--- config.mk ---
export PLATFORM = sky130hd
export DESIGN_NAME = dtrace_msg_gen
export DESIGN_NICKNAME = d
export VERILOG_FILES = /design/src/rtl/dtrace_pkg.sv /design/src/rtl/dtrace_qualify.sv /design/src/rtl/dtrace_xor_trim.sv /design/src/rtl/dtrace_ref_state.sv /design/src/rtl/dtrace_msg_gen.sv
export SDC_FILE = /design/constraint.sdc
export NUM_CORES = 1
export LEC_CHECK = 0
export BUFFER_PORTS_ARGS = -buffer_cell sky130_fd_sc_hd__buf_4
export CAP_MARGIN = 40
export CELL_PAD_IN_SITES_DETAIL_PLACEMENT = 1
export CELL_PAD_IN_SITES_GLOBAL_PLACEMENT = 1
export CORE_AREA = 2 2 129 131
export CTS_CLUSTER_DIAMETER = 80
export DETAILED_ROUTE_END_ITERATION = 7
export DIE_AREA = 0 0 131 133
export PLACE_DENSITY = 0.86
export SYNTH_ARGS = -nofsm -noshare
export SYNTH_HDL_FRONTEND = slang
export SYNTH_SLANG_ARGS = --single-unit
--- constraint.sdc ---
create_clock -name clk -period 4.6 [get_ports clk]
set_input_delay 0.69 -clock clk [delete_from_list [all_inputs] [get_ports clk]]
set_output_delay 0.69 -clock clk [all_outputs]
set_load 0.01 [all_outputs]
--- src/rtl/dtrace_pkg.sv ---
package dtrace_pkg;
  localparam int TC_W = 6;
  localparam logic [TC_W-1:0] TC_WRITE = 6'd5;
  localparam logic [TC_W-1:0] TC_READ  = 6'd6;
  localparam logic [TC_W-1:0] TC_SYNC  = 6'd13;

  typedef enum logic [1:0] {
    KIND_NONE  = 2'd0,
    KIND_READ  = 2'd1,
    KIND_WRITE = 2'd2,
    KIND_ANY   = 2'd3
  } kind_e;
endpackage

--- src/rtl/dtrace_qualify.sv ---
module dtrace_qualify
  import dtrace_pkg::*;
#(
  parameter int AW = 32
) (
  input  logic          en,
  input  logic [1:0]    kind,
  input  logic [AW-1:0] lo,
  input  logic [AW-1:0] hi,
  input  logic          acc_valid,
  input  logic [AW-1:0] acc_addr,
  input  logic          acc_write,
  output logic          win_ok,
  output logic          kind_ok,
  output logic          hit
);
  function automatic logic in_window(input logic [AW-1:0] a,
                                     input logic [AW-1:0] l,
                                     input logic [AW-1:0] h);
    // empty window when l > h falls out naturally
    return (a >= l) && (a <= h);
  endfunction

  function automatic logic dir_allowed(input kind_e k, input logic wr);
    logic r;
    case (k)
      KIND_READ:  r = !wr;
      KIND_WRITE: r = wr;
      KIND_ANY:   r = 1'b1;
      default:    r = 1'b0;
    endcase
    return r;
  endfunction

  always_comb begin
    win_ok  = in_window(acc_addr, lo, hi);
    kind_ok = dir_allowed(kind_e'(kind), acc_write);
    hit     = en && acc_valid && win_ok && kind_ok;
  end
endmodule

--- src/rtl/dtrace_xor_trim.sv ---
module dtrace_xor_trim #(
  parameter int AW = 32,
  parameter int LW = $clog2(AW + 1)
) (
  input  logic [AW-1:0] ref_addr,
  input  logic [AW-1:0] cur_addr,
  output logic [AW-1:0] diff,
  output logic [LW-1:0] sig_len
);
  function automatic logic [LW-1:0] significant_bits(input logic [AW-1:0] v);
    logic [LW-1:0] n;
    n = '0;
    for (int i = 0; i < AW; i++) begin
      if (v[i]) n = LW'(i + 1);
    end
    return n;
  endfunction

  always_comb begin
    diff    = ref_addr ^ cur_addr;
    sig_len = significant_bits(diff);
  end
endmodule

--- src/rtl/dtrace_ref_state.sv ---
module dtrace_ref_state #(
  parameter int AW = 32
) (
  input  logic          clk,
  input  logic          rst_n,
  input  logic          en,
  input  logic          hit,
  input  logic          full,
  input  logic [AW-1:0] cur_addr,
  output logic [AW-1:0] ref_addr,
  output logic          need_sync,
  output logic          emit,
  output logic          drop
);
  assign emit = hit && !full;
  assign drop = hit && full;

  always_ff @(posedge clk or negedge rst_n) begin
    if (!rst_n) begin
      ref_addr  <= '0;
      need_sync <= 1'b1;
    end else begin
      if (!en || drop) need_sync <= 1'b1;
      else if (emit)   need_sync <= 1'b0;
      if (emit) ref_addr <= cur_addr;
    end
  end
endmodule

--- src/rtl/dtrace_msg_gen.sv ---
module dtrace_msg_gen
  import dtrace_pkg::*;
#(
  parameter int AW = 32,
  parameter int DW = 32,
  localparam int LW = $clog2(AW + 1)
) (
  input  logic            clk,
  input  logic            rst_n,
  input  logic            cfg_enable,
  input  logic [1:0]      cfg_kind,
  input  logic [AW-1:0]   cfg_lo,
  input  logic [AW-1:0]   cfg_hi,
  input  logic            bus_valid,
  input  logic [AW-1:0]   bus_addr,
  input  logic            bus_write,
  input  logic [DW-1:0]   bus_data,
  input  logic            oq_full,
  output logic            msg_valid,
  output logic [TC_W-1:0] msg_tcode,
  output logic            msg_write,
  output logic [LW-1:0]   msg_alen,
  output logic [AW-1:0]   msg_addr,
  output logic [DW-1:0]   msg_data
);
  // named internal events, observed by the bound checker
  logic          win_ok, kind_ok, hit_evt;
  logic          emit_evt, drop_evt, need_sync;
  logic [AW-1:0] ref_addr, diff;
  logic [LW-1:0] diff_len;

  dtrace_qualify #(.AW(AW)) u_qual (
    .en(cfg_enable), .kind(cfg_kind), .lo(cfg_lo), .hi(cfg_hi),
    .acc_valid(bus_valid), .acc_addr(bus_addr), .acc_write(bus_write),
    .win_ok(win_ok), .kind_ok(kind_ok), .hit(hit_evt)
  );

  dtrace_ref_state #(.AW(AW)) u_ref (
    .clk(clk), .rst_n(rst_n), .en(cfg_enable), .hit(hit_evt),
    .full(oq_full), .cur_addr(bus_addr), .ref_addr(ref_addr),
    .need_sync(need_sync), .emit(emit_evt), .drop(drop_evt)
  );

  dtrace_xor_trim #(.AW(AW), .LW(LW)) u_trim (
    .ref_addr(ref_addr), .cur_addr(bus_addr),
    .diff(diff), .sig_len(diff_len)
  );

  function automatic logic [TC_W-1:0] pick_code(input logic sync, input logic wr);
    if (sync) return TC_SYNC;
    return wr ? TC_WRITE : TC_READ;
  endfunction

  logic [TC_W-1:0] nxt_code;
  logic [LW-1:0]   nxt_len;
  logic [AW-1:0]   nxt_addr;

  always_comb begin
    nxt_code = pick_code(need_sync, bus_write);
    nxt_len  = need_sync ? LW'(AW) : diff_len;
    nxt_addr = need_sync ? bus_addr : diff;
  end

  always_ff @(posedge clk or negedge rst_n) begin
    if (!rst_n) begin
      msg_valid <= 1'b0;
      msg_tcode <= '0;
      msg_write <= 1'b0;
      msg_alen  <= '0;
      msg_addr  <= '0;
      msg_data  <= '0;
    end else begin
      msg_valid <= emit_evt;
      if (emit_evt) begin
        msg_tcode <= nxt_code;
        msg_write <= bus_write;
        msg_alen  <= nxt_len;
        msg_addr  <= nxt_addr;
        msg_data  <= bus_data;
      end
    end
  end
endmodule

==> results of run 1 <==
==> report_power, final <==
group / total (mW) / leakage [nW] / internal, mW / switching [mW]
Combinational: 1.20 / 2.94 / 0.667 / 0.534
Sequential: 1.41 / 1.39 / 1.22 / 0.187
Clock: 0.792 / 0.141 / 0.386 / 0.406
Total: 3.40 / 4.48 / 2.27 / 1.13
==> through the flow <==
| stage | utilization | area [um^2] |
|---|---|---|
| finish | 0.553 | 8940 |
| global route | 0.553 | 8940 |
| CTS | 0.553 | 8940 |
| detailed placement | 0.534 | 8640 |
| global placement | 0.533 | 8620 |
| floorplan | - | 6800 |
==> placed cells by master, fill, tap and decap left out, drive strengths merged, types with 3 or more instances in the layout <==
cell type and n:
a2111oi 3, a211oi 11, a21o 3, a21oi 19, a31oi 4, buf 219, clkbuf 9, clkinv 3
dfrtp 108, ha 64, inv 71, mux2 106, nand2 55, nand2b 4, nand3 12, nand4 13
nor2 19, nor2b 3, nor3 6, o211ai 4, o21ai 21, xnor2 50, xor2 19
==> cell usage after synthesis (all sizes together) (2+ instances only) <==
cell type  instances
dfrtp            108
mux2             106
inv               69
ha                64
nand2             55
xnor2             50
o21ai             21
a21oi             19
nor2              19
xor2              19
buf               16
nand4             13
nand3             12
a211oi            11
nor3               6
a31oi              4
nand2b             4
o211ai             4
a2111oi            3
a21o               3
nor2b              3
a21boi             2
a221oi             2
o21a               2
o21ba              2
==> cells by family after synthesis <==
group | Yosys count | synth area share
flops | 109 | 0.402
compound gates | 79 | 0.0753
other cells | 1 | 0.000552
simple gates | 118 | 0.0790
mux | 107 | 0.183
xor+xnor | 69 | 0.0890
fa+ha+maj | 64 | 0.118
buf+inv | 86 | 0.0536
==> cell type report <==
class	count	area, um^2
Inverter	69	259
Fill cell	1817	7230
Tap cell	220	275
Timing Repair Buffer	219	1670
Sequential cell	109	2730
Clock inverter	7	78.8
Clock buffer	9	225
Multi-Input combinational cell	439	3710
==> metal layers <==
layer / part of all wire / track usage / wire [um]
met1: 0.41 / 0.261 / 7630
met3: 0.059 / 0.0526 / 1100
met4: 0.017 / 0.0597 / 311
met2: 0.52 / 0.388 / 9620
met5: 0 / 0 / 0
==> registers in the layout, summed over array words and instances (netlist names) <==
signal and cells:
msg_valid 1, msg_addr 32, u_ref.ref_addr 32, msg_tcode 4
u_ref.need_sync 1, msg_data 32, msg_write 1, msg_alen 6
==> worst paths after layout <==
kind,startpoint,endpoint,cells after the start
max reg2reg,u_ref.ref_addr[10],msg_alen[0],7
min in group clk,cfg_enable,u_ref.need_sync,2
max,bus_addr[6],u_ref.ref_addr[11],10
min,rst_n,msg_data[23],1
max in group asynchronous,rst_n,u_ref.ref_addr[11],2
min reg2reg,msg_tcode[2],msg_tcode[2],1
==> worst reg2reg max path, cell delays in order (launching register included) <==
cell,delay [ns]
dfrtp_1,0.42
xnor2_1,0.37
nand2_1,0.14
o211ai_1,0.23
nor2_1,0.08
o41ai_1,0.50
a221oi_1,0.15
mux2_2,0.29
==> reports/metrics.cfg, run 1 <==
[pwr]
power_density_nw_per_um2 = 380
finalPower_mw = 3.40
peakVddDrop_mv = 0.229
power.leakage_nw = 4.48

[synth]
synth_top_area_share = 0.398
async_flop_share = 1.00
ys_seq_area_frac = 0.402
synth-edff-count = 0
synth_cell_types = 47
synth_seq_cells = 109
netlist_area_um2 = 6790
ys_warn_count = 0
yosysTopAreaCell = dfrtp_1
syn_inst = 633
ys_top_cells_by_area = dfrtp_1 (40%), mux2_2 (16%), ha_1 (12%)
syn-mean-instance-area_um2 = 10.7
synth-main-ff-cell = dfrtp_1

[timing]
setup_violations = 0
fin_skew_ns = 0.00899
hold_violations = 0
finalCritPeriodShare = 0.754
timing.hold.ws_ns = 0.390
period_minus_slack_ns = 3.47
rsz0062_at_grt = false
layout_setup_ws_ns = 1.13
slew_headroom = 0.497
worstMarginPinSlew_ns = 0.755
fmax_mhz = 288
slew_viol_final = 0
tns_ns = 0

[run]
drv_cap = 0

[worst_setup_path]
rrSetupSlack_ns = 2.31
endpoint_kind = flip-flop
slowest_delay_ns = 0.59
critPathKind = in2reg
critPathArrivalTime_ns = 3.71
path_delay_family = compound AO/OA/AOI/OAI gates
cp-start-kind = primary input
crit_slowest_cell = and3b_4
critical_path_required_ns = 4.84
cp_cell_sequence = buf_4 > ha_1 > a211oi_1 > nand2_1 > o311ai_0 > a21boi_0 > o21ai_0 > and3b_4 > buf_4 > mux2_2
cp_common_cell = buf_4
cp_max_fo = 27
cp.buffers_inverters = 2

[layout]
area_growth_pct = 31.7
fin_nets = 1047
drive_above_1_share = 0.408
antennaDiodeCount = 0
final_cells = 1072

[clock_tree]
clkLatencyLatePin_ns = 0.36
postCtsSetupRepairBufs = 0
cts.sinks = 109
clk_pin_slew_ns = 0.08
htreeDepth = 3
cts_tree = done
clk_path_buf_depth = 2
cts-resized-gates = 0
cts_root_buf = clkbuf_16
cts_made_buffers = 9
hold_buffers = 0

[global_route]
grt_pass1_wl_um = 29700
grt_start_max_net_pins = 57
antenna_found_initial = 0
grt_overflow = 0
track_usage = 0.219
grt_pass1_vias = 5937

[floorplanning]
die_w_um = 131
die_y_um = 133
ios = 214
start_util = 0.420
die_area_um2 = 17400
coreArea_um2 = 16200
rows = 47

[drt]
viasPerCell = 5.07
via_count = 5431
finalWirelength_um = 18700
drc = 0
wl_per_cell_um = 17.4
drt_iter0_drc = 147
drtAntennaViolNets = 0
firstDrtPassIters = 4

[placement]
portBuffers = 211
dp.cells = 1056
place_ws_ns = 0.784
gp_congestion = 0.774
dpl.hpwl_um = 15100

[outcome]
status = finished clean

[worst_hold_path]
hold_path.class = in2async

Note: power is estimated with default switching activity, not from simulation.
==> run 2: changes to the inputs <==
--- a/config.mk
+++ b/config.mk
@@ -9,11 +9,11 @@
 export CAP_MARGIN = 40
 export CELL_PAD_IN_SITES_DETAIL_PLACEMENT = 1
 export CELL_PAD_IN_SITES_GLOBAL_PLACEMENT = 1
-export CORE_AREA = 2 2 129 131
+export CORE_AREA = 2 2 134 136
 export CTS_CLUSTER_DIAMETER = 80
 export DETAILED_ROUTE_END_ITERATION = 7
-export DIE_AREA = 0 0 131 133
-export PLACE_DENSITY = 0.86
+export DIE_AREA = 0 0 136 138
+export PLACE_DENSITY = 0.81
 export SYNTH_ARGS = -nofsm -noshare
 export SYNTH_HDL_FRONTEND = slang
 export SYNTH_SLANG_ARGS = --single-unit
==> constraint.sdc (replaced) <==
create_clock -name clk -period 3.3 [get_ports clk]
set_input_delay 0.495 -clock clk [delete_from_list [all_inputs] [get_ports clk]]
set_output_delay 0.495 -clock clk [all_outputs]
set_load 0.01 [all_outputs]
==> run 2 against run 1 <==
  * Flip-flop and latch count stayed put
  * First-iteration DRC count is 24% higher
  * Wire length shrank 2.1%
  * Sequential power rose by 38%
  * Clock skew decreased by 0.0019 ns
  * Non-clock buffer count grew 12
  * Highest routed layer unchanged
==> reports/metrics.cfg, run 2 (synthesized netlist as in run 1, its figures left out) <==
[floorplanning]
die_y_um = 138  ; +3.8%
ios = 214  ; unchanged
die_w_um = 136  ; +3.8%
rows = 49  ; +4.3%
start_util = 0.387  ; -0.0326
die_area_um2 = 18800  ; +7.7%
coreArea_um2 = 17500  ; +8.4%

[worst_setup_path]
crit_slowest_cell = o311ai_0
slowest_delay_ns = 0.41  ; -0.18 ns
r2r_end = msg_alen[0]
cp-start-kind = primary input
cp_cell_sequence = buf_4 > buf_4 > ha_1 > a211oi_1 > nand2_1 > o311ai_0 > a21boi_0 > o21ai_0 > and3b_4 > buf_12 > mux2_2
regToRegStartpoint = u_ref.ref_addr[10]
critPathArrivalTime_ns = 3.17  ; -0.54 ns
cp-startpoint = bus_addr[7]
cp.buffers_inverters = 3  ; +1
rrSetupSlack_ns = 1.01  ; -1.30 ns
critPathKind = in2reg
path_delay_family = compound AO/OA/AOI/OAI gates
cp_common_cell = buf_4
endpoint_kind = flip-flop
critical_path_required_ns = 3.53  ; -1.31 ns
cp_max_fo = 28  ; +3.7%
worstRegToRegCells = 7  ; unchanged

[placement]
portBuffers = 211  ; unchanged
dp.cells = 1077  ; +2.0%
dpl.hpwl_um = 14600  ; -3.3%
gp_congestion = 0.805  ; +4.0%
place_ws_ns = -0.0348  ; -0.818 ns

[layout]
fin_nets = 1059  ; +1.1%
final_cells = 1093  ; +2.0%
final_cell_mix = buf_4 (226), dfrtp_1 (108), mux2_2 (96)
area_growth_pct = 33.5
final_common_cell = buf_4
fin_util = 0.517  ; -0.0360
regArea_um2 = 2730  ; unchanged
antennaDiodeCount = 0  ; unchanged
multiInputGateArea_um2 = 3710  ; unchanged
fillers = 1989  ; +9.5%
drive_above_1_share = 0.417  ; +0.00822
largest_registers = msg_addr: 32 flops, msg_data: 32 flops, u_ref.ref_addr: 32 flops

[global_route]
grt_pass1_vias = 5827  ; -1.9%
grt_overflow = 0  ; unchanged
grt_pass1_wl_um = 29700  ; about the same
antenna_found_initial = 0  ; unchanged
track_usage = 0.199  ; -0.0192
grt_start_max_net_pins = 50  ; -12%

[outcome]
status = finished clean

[pwr]
intPower_mw = 3.17  ; +39%
peakVddDrop_mv = 0.325  ; +42%
comb_power_share = 0.359  ; +0.006
power.share.clock = 0.225  ; -0.008
p_sw_mw = 1.52  ; +35%
power_density_nw_per_um2 = 517  ; +36%
power.leakage_nw = 4.55  ; +1.6%
swShare = 0.325  ; -0.00681
pwr-share-seq = 0.416  ; +0.002

[drt]
via_count = 5490  ; +1.1%
finalWirelength_um = 18300  ; -2.1%
viasPerCell = 5.02  ; -0.86%
drt_iter0_drc = 182  ; +24%
wl_per_cell_um = 16.7  ; -4.0%
drc = 0  ; unchanged
firstDrtPassIters = 4  ; unchanged
drtAntennaViolNets = 0  ; unchanged

[clock_tree]
htreeDepth = 3  ; unchanged
clkLatencyLatePin_ns = 0.35  ; about the same
cts.sinks = 109  ; unchanged
postCtsSetupRepairBufs = 0  ; unchanged
cts_made_buffers = 9  ; unchanged
clk_pin_slew_ns = 0.07  ; about the same
clk_path_buf_depth = 2  ; unchanged
hold_buffers = 0  ; unchanged
cts-resized-gates = 0  ; unchanged
cts_root_buf = clkbuf_16
cts_tree = done

[timing]
period_minus_slack_ns = 2.94
setup_violations = 0  ; unchanged
slew_headroom = 0.537  ; +0.0407
timing.hold.ws_ns = 0.173  ; -0.217 ns
layout_setup_ws_ns = 0.358  ; -0.773 ns
worstMarginPinSlew_ns = 0.694  ; -0.0610 ns
hold_violations = 0  ; unchanged
finalCritPeriodShare = 0.891
fin_skew_ns = 0.00705  ; -0.00194 ns
fmax_mhz = 340
rsz0062_at_grt = false
slew_viol_final = 0  ; unchanged

[worst_hold_path]
hold_path.class = in2async

[run]
drv_cap = 0  ; unchanged

[run 2: cell types whose count changed in the layout (fill, tap and decap cells not counted), moves of 2 or more]
| cell | previous run | this run |
|---|---|---|
| buf_4 | 217 | 226 |
| buf_12 | 2 | 5 |
| clkinv_2 | 0 | 2 |
| clkinvlp_4 | 2 | 0 |
| inv_6 | 0 | 2 |
| inv_8 | 2 | 0 |
[run 2: worst max-delay path by stage]
stage | endpoint | slack, ns | cells past startpoint
finish | u_ref.ref_addr[26] | 0.36 | 11
global route | u_ref.ref_addr[26] | 0.15 | 11
CTS | u_ref.ref_addr[26] | 0.31 | 11
floorplan | msg_data[16] | 0.49 | 12
detailed placement | u_ref.ref_addr[29] | -0.03 | 11
global placement | msg_data[11] | 0.01 | 11
[run 2: through the flow]
step | area [um^2] | total power, mW | TNS (ns)
2_1_floorplan | 6800 | 2.83 | 0
4_1_cts | 9060 | 4.76 | 0
3_3_place_gp | 8780 | 3.60 | 0
6_report | 9060 | 4.69 | 0
5_1_grt | 9060 | 4.99 | 0
3_5_place_dp | 8780 | 3.67 | -0.945
[run 2: worst reg2reg max path, cell delays in order (launching register included)]
cell and delay (ns):
dfrtp_1 0.40, xnor2_1 0.37, nand2_1 0.15, a211oi_1 0.26, nor2_1 0.12, o41ai_1 0.46, a221oi_1 0.13, mux2_2 0.28
[run 2: cell type report]
cell class,count,area share
clock buffers,9,0.0248
repair buffers,231,0.198
clock inverters,7,0.00676
inverters,69,0.0286
multi-input cells,439,0.409
well taps,229,0.0316
flip-flops and latches,109,0.301
[run 2: power by group through the flow]
| stage | clock network [mW] | logic (mW) | registers [mW] |
|---|---|---|---|
| 3_5_place_dp | 0 | 1.69 | 1.98 |
| 6_report | 1.06 | 1.68 | 1.95 |
| 4_1_cts | 1.10 | 1.71 | 1.95 |
| 3_3_place_gp | 0 | 1.64 | 1.96 |
| 2_1_floorplan | 0 | 0.772 | 2.05 |
| 5_1_grt | 1.15 | 1.84 | 2.01 |
[run 2: metal layers]
| layer | track usage | share of wire | up-vias |
|---|---|---|---|
| met2 | 0.339 | 0.49 | 140 |
| met1 | 0.258 | 0.44 | 2687 |
| met5 | 0 | 0 | - |
| met4 | 0.0439 | 0.013 | 0 |
| li1 | - | - | 2645 |
| met3 | 0.0451 | 0.057 | 18 |
==> run 3: changes to the inputs <==
--- a/config.mk
+++ b/config.mk
@@ -9,10 +9,10 @@
 export CAP_MARGIN = 40
 export CELL_PAD_IN_SITES_DETAIL_PLACEMENT = 1
 export CELL_PAD_IN_SITES_GLOBAL_PLACEMENT = 1
-export CORE_AREA = 2 2 134 136
+export CORE_AREA = 2 2 110 165
 export CTS_CLUSTER_DIAMETER = 80
 export DETAILED_ROUTE_END_ITERATION = 7
-export DIE_AREA = 0 0 136 138
+export DIE_AREA = 0 0 112 167
 export PLACE_DENSITY = 0.81
 export SYNTH_ARGS = -nofsm -noshare
 export SYNTH_HDL_FRONTEND = slang
==> run 3 against run 2 <==
  * Fmax shrank 1.2%
  * Utilization grew 0.84 points
  * Critical path depth shrank 1
  * Largest cell class unchanged
  * Worst hold slack gained 0.034 ns
==> reports/metrics.cfg, run 3 (synthesized netlist as in run 1, its figures left out) <==
[outcome]
status = finished clean

[placement]
gp_congestion = 0.786  ; -2.3%
dpl.hpwl_um = 15700  ; +7.8%
portBuffers = 211  ; unchanged
place_ws_ns = -0.194  ; -0.160 ns
post_dp_cell_area_um2 = 8760  ; -0.23%
dp.cells = 1061  ; -1.5%

[pwr]
power.leakage_nw = 4.56  ; +0.21%
swShare = 0.334  ; +0.00942
comb_power_share = 0.352  ; -0.007
power_density_nw_per_um2 = 527  ; +2.0%
pwr-share-seq = 0.411  ; -0.005
peakVddDrop_mv = 0.256  ; -21%
power.share.clock = 0.236  ; +0.011
p_sw_mw = 1.60  ; +5.0%
intPower_mw = 3.19  ; +0.64%
finalPower_mw = 4.78  ; +2.1%

[global_route]
grt_pass1_vias = 6045  ; +3.7%
grt_pass1_wl_um = 31500  ; +6.3%
grt_start_max_net_pins = 60  ; +20%
antenna_found_initial = 0  ; unchanged
grt_overflow = 0  ; unchanged
track_usage = 0.213  ; +0.0134

[floorplanning]
die_y_um = 167  ; +21%
rows = 59  ; +20%
coreArea_um2 = 17300  ; -1.5%
start_util = 0.393  ; +0.00584
die_area_um2 = 18700  ; -0.34%
ios = 214  ; unchanged
die_w_um = 112  ; -18%

[timing]
fmax_mhz = 336  ; -1.2%
worstMarginPinSlew_ns = 0.797  ; +0.103 ns
hold_violations = 0  ; unchanged
fin_skew_ns = 0.0125  ; +0.00546 ns
slew_headroom = 0.469  ; -0.0686
layout_setup_ws_ns = 0.323  ; -0.0348 ns
slew_viol_final = 0  ; unchanged
timing.hold.ws_ns = 0.207  ; +0.0341 ns
rsz0062_at_grt = false
tns_ns = 0  ; unchanged
period_minus_slack_ns = 2.98  ; +0.0348 ns
finalCritPeriodShare = 0.902  ; +0.0105
setup_violations = 0  ; unchanged

[worst_setup_path]
endpoint_kind = flip-flop
regToRegStartpoint = u_ref.ref_addr[6]
critPathArrivalTime_ns = 3.23  ; +0.06 ns
path_delay_family = compound AO/OA/AOI/OAI gates
rrSetupSlack_ns = 0.90  ; -0.11 ns
cp.depth = 10  ; -1
worstRegToRegCells = 7  ; unchanged
r2r_end = msg_alen[0]
cp-startpoint = bus_addr[6]
slowest_delay_ns = 0.38  ; -0.03 ns
cp.buffers_inverters = 2  ; -1
cp-start-kind = primary input
cp_cell_sequence = buf_4 > ha_1 > a211oi_1 > nand2_1 > o311ai_1 > a21boi_0 > o21ai_0 > and3b_4 > buf_12 > mux2_2
crit_slowest_cell = o311ai_1
critPathKind = in2reg
critical_path_required_ns = 3.55  ; +0.02 ns
cp_max_fo = 31  ; +11%

[layout]
fin_nets = 1059  ; unchanged
final_common_cell = buf_4
antennaDiodeCount = 0  ; unchanged
largest_registers = msg_addr: 32 flops, msg_data: 32 flops, u_ref.ref_addr: 32 flops
drive_above_1_share = 0.417  ; unchanged
final_cell_mix = buf_4 (226), dfrtp_1 (108), mux2_2 (96)
fin_util = 0.525  ; +0.00837
area_growth_pct = 33.6
fin_area_um2 = 9070  ; +0.11%
final_cells = 1077  ; -1.5%

[clock_tree]
clk_path_buf_depth = 2  ; unchanged
cts_made_buffers = 9  ; unchanged
hold_buffers = 0  ; unchanged
cts.sinks = 109  ; unchanged
cts_tree = done
htreeDepth = 3  ; unchanged
cts_root_buf = clkbuf_16
clkLatencyLatePin_ns = 0.36  ; about the same
postCtsSetupRepairBufs = 0  ; unchanged
clk_pin_slew_ns = 0.09  ; +0.02 ns

[drt]
via_count = 5452  ; -0.69%
firstDrtPassIters = 4  ; unchanged
drc = 0  ; unchanged
finalWirelength_um = 19600  ; +7.1%
viasPerCell = 5.06  ; +0.78%
drt_iter0_drc = 140  ; -23%
drtAntennaViolNets = 0  ; unchanged
wl_per_cell_um = 18.2  ; +8.7%

[run]
drv_cap = 0  ; unchanged

[worst_hold_path]
hold_path.class = in2async

## run 3: cell counts in the layout (fill, tap and decap cells not counted)
Identical to the previous run, type by type.
## run 3: timing repair
| item | in CTS | in global routing |
|---|---|---|
| resized for setup | 0 | 1 |
| endpoints found under the setup margin | 0 | 51 |
| hold endpoints to repair | 0 | 0 |
## run 3: worst max path at each step
stage / endpoint / slack [ns]
4_1_cts: u_ref.ref_addr[2] / 0.14
3_3_place_gp: msg_addr[12] / -0.09
6_report: msg_addr[14] / 0.32
2_1_floorplan: msg_data[16] / 0.49
3_5_place_dp: u_ref.ref_addr[2] / -0.19
5_1_grt: msg_alen[2] / 0.12
## run 3: cell type report
| type | instances | area (um^2) |
|---|---|---|
| clock buffer | 9 | 225 |
| clock inverter | 7 | 91.3 |
| fill | 1964 | 8200 |
| inverter | 69 | 259 |
| multi-input combinational | 439 | 3710 |
| sequential | 109 | 2730 |
| tap | 213 | 267 |
| timing repair buffer | 231 | 1800 |
## run 3: worst reg2reg max path: stages, from the launching register on
cell	delay, ns
dfrtp_1	0.42
xnor2_1	0.34
o21ai_0	0.16
a211oi_1	0.33
nor2_1	0.13
o41ai_1	0.46
a221oi_1	0.16
mux2_2	0.30
## run 3: power by group through the flow
stage               Combinational (mW)  Sequential [mW]  Clock (mW)
floorplan                        0.772             2.05           0
global placement                  1.65             1.97           0
detailed placement                1.70             2.00           0
CTS                               1.71             1.97        1.16
global route                      1.84             2.02        1.21
finish                            1.69             1.97        1.13
## run 3: routing by layer
metal  share of wire  track usage
met5               0            0
met4           0.028       0.0764
met3           0.038       0.0368
met2            0.55        0.403
met1            0.38        0.236
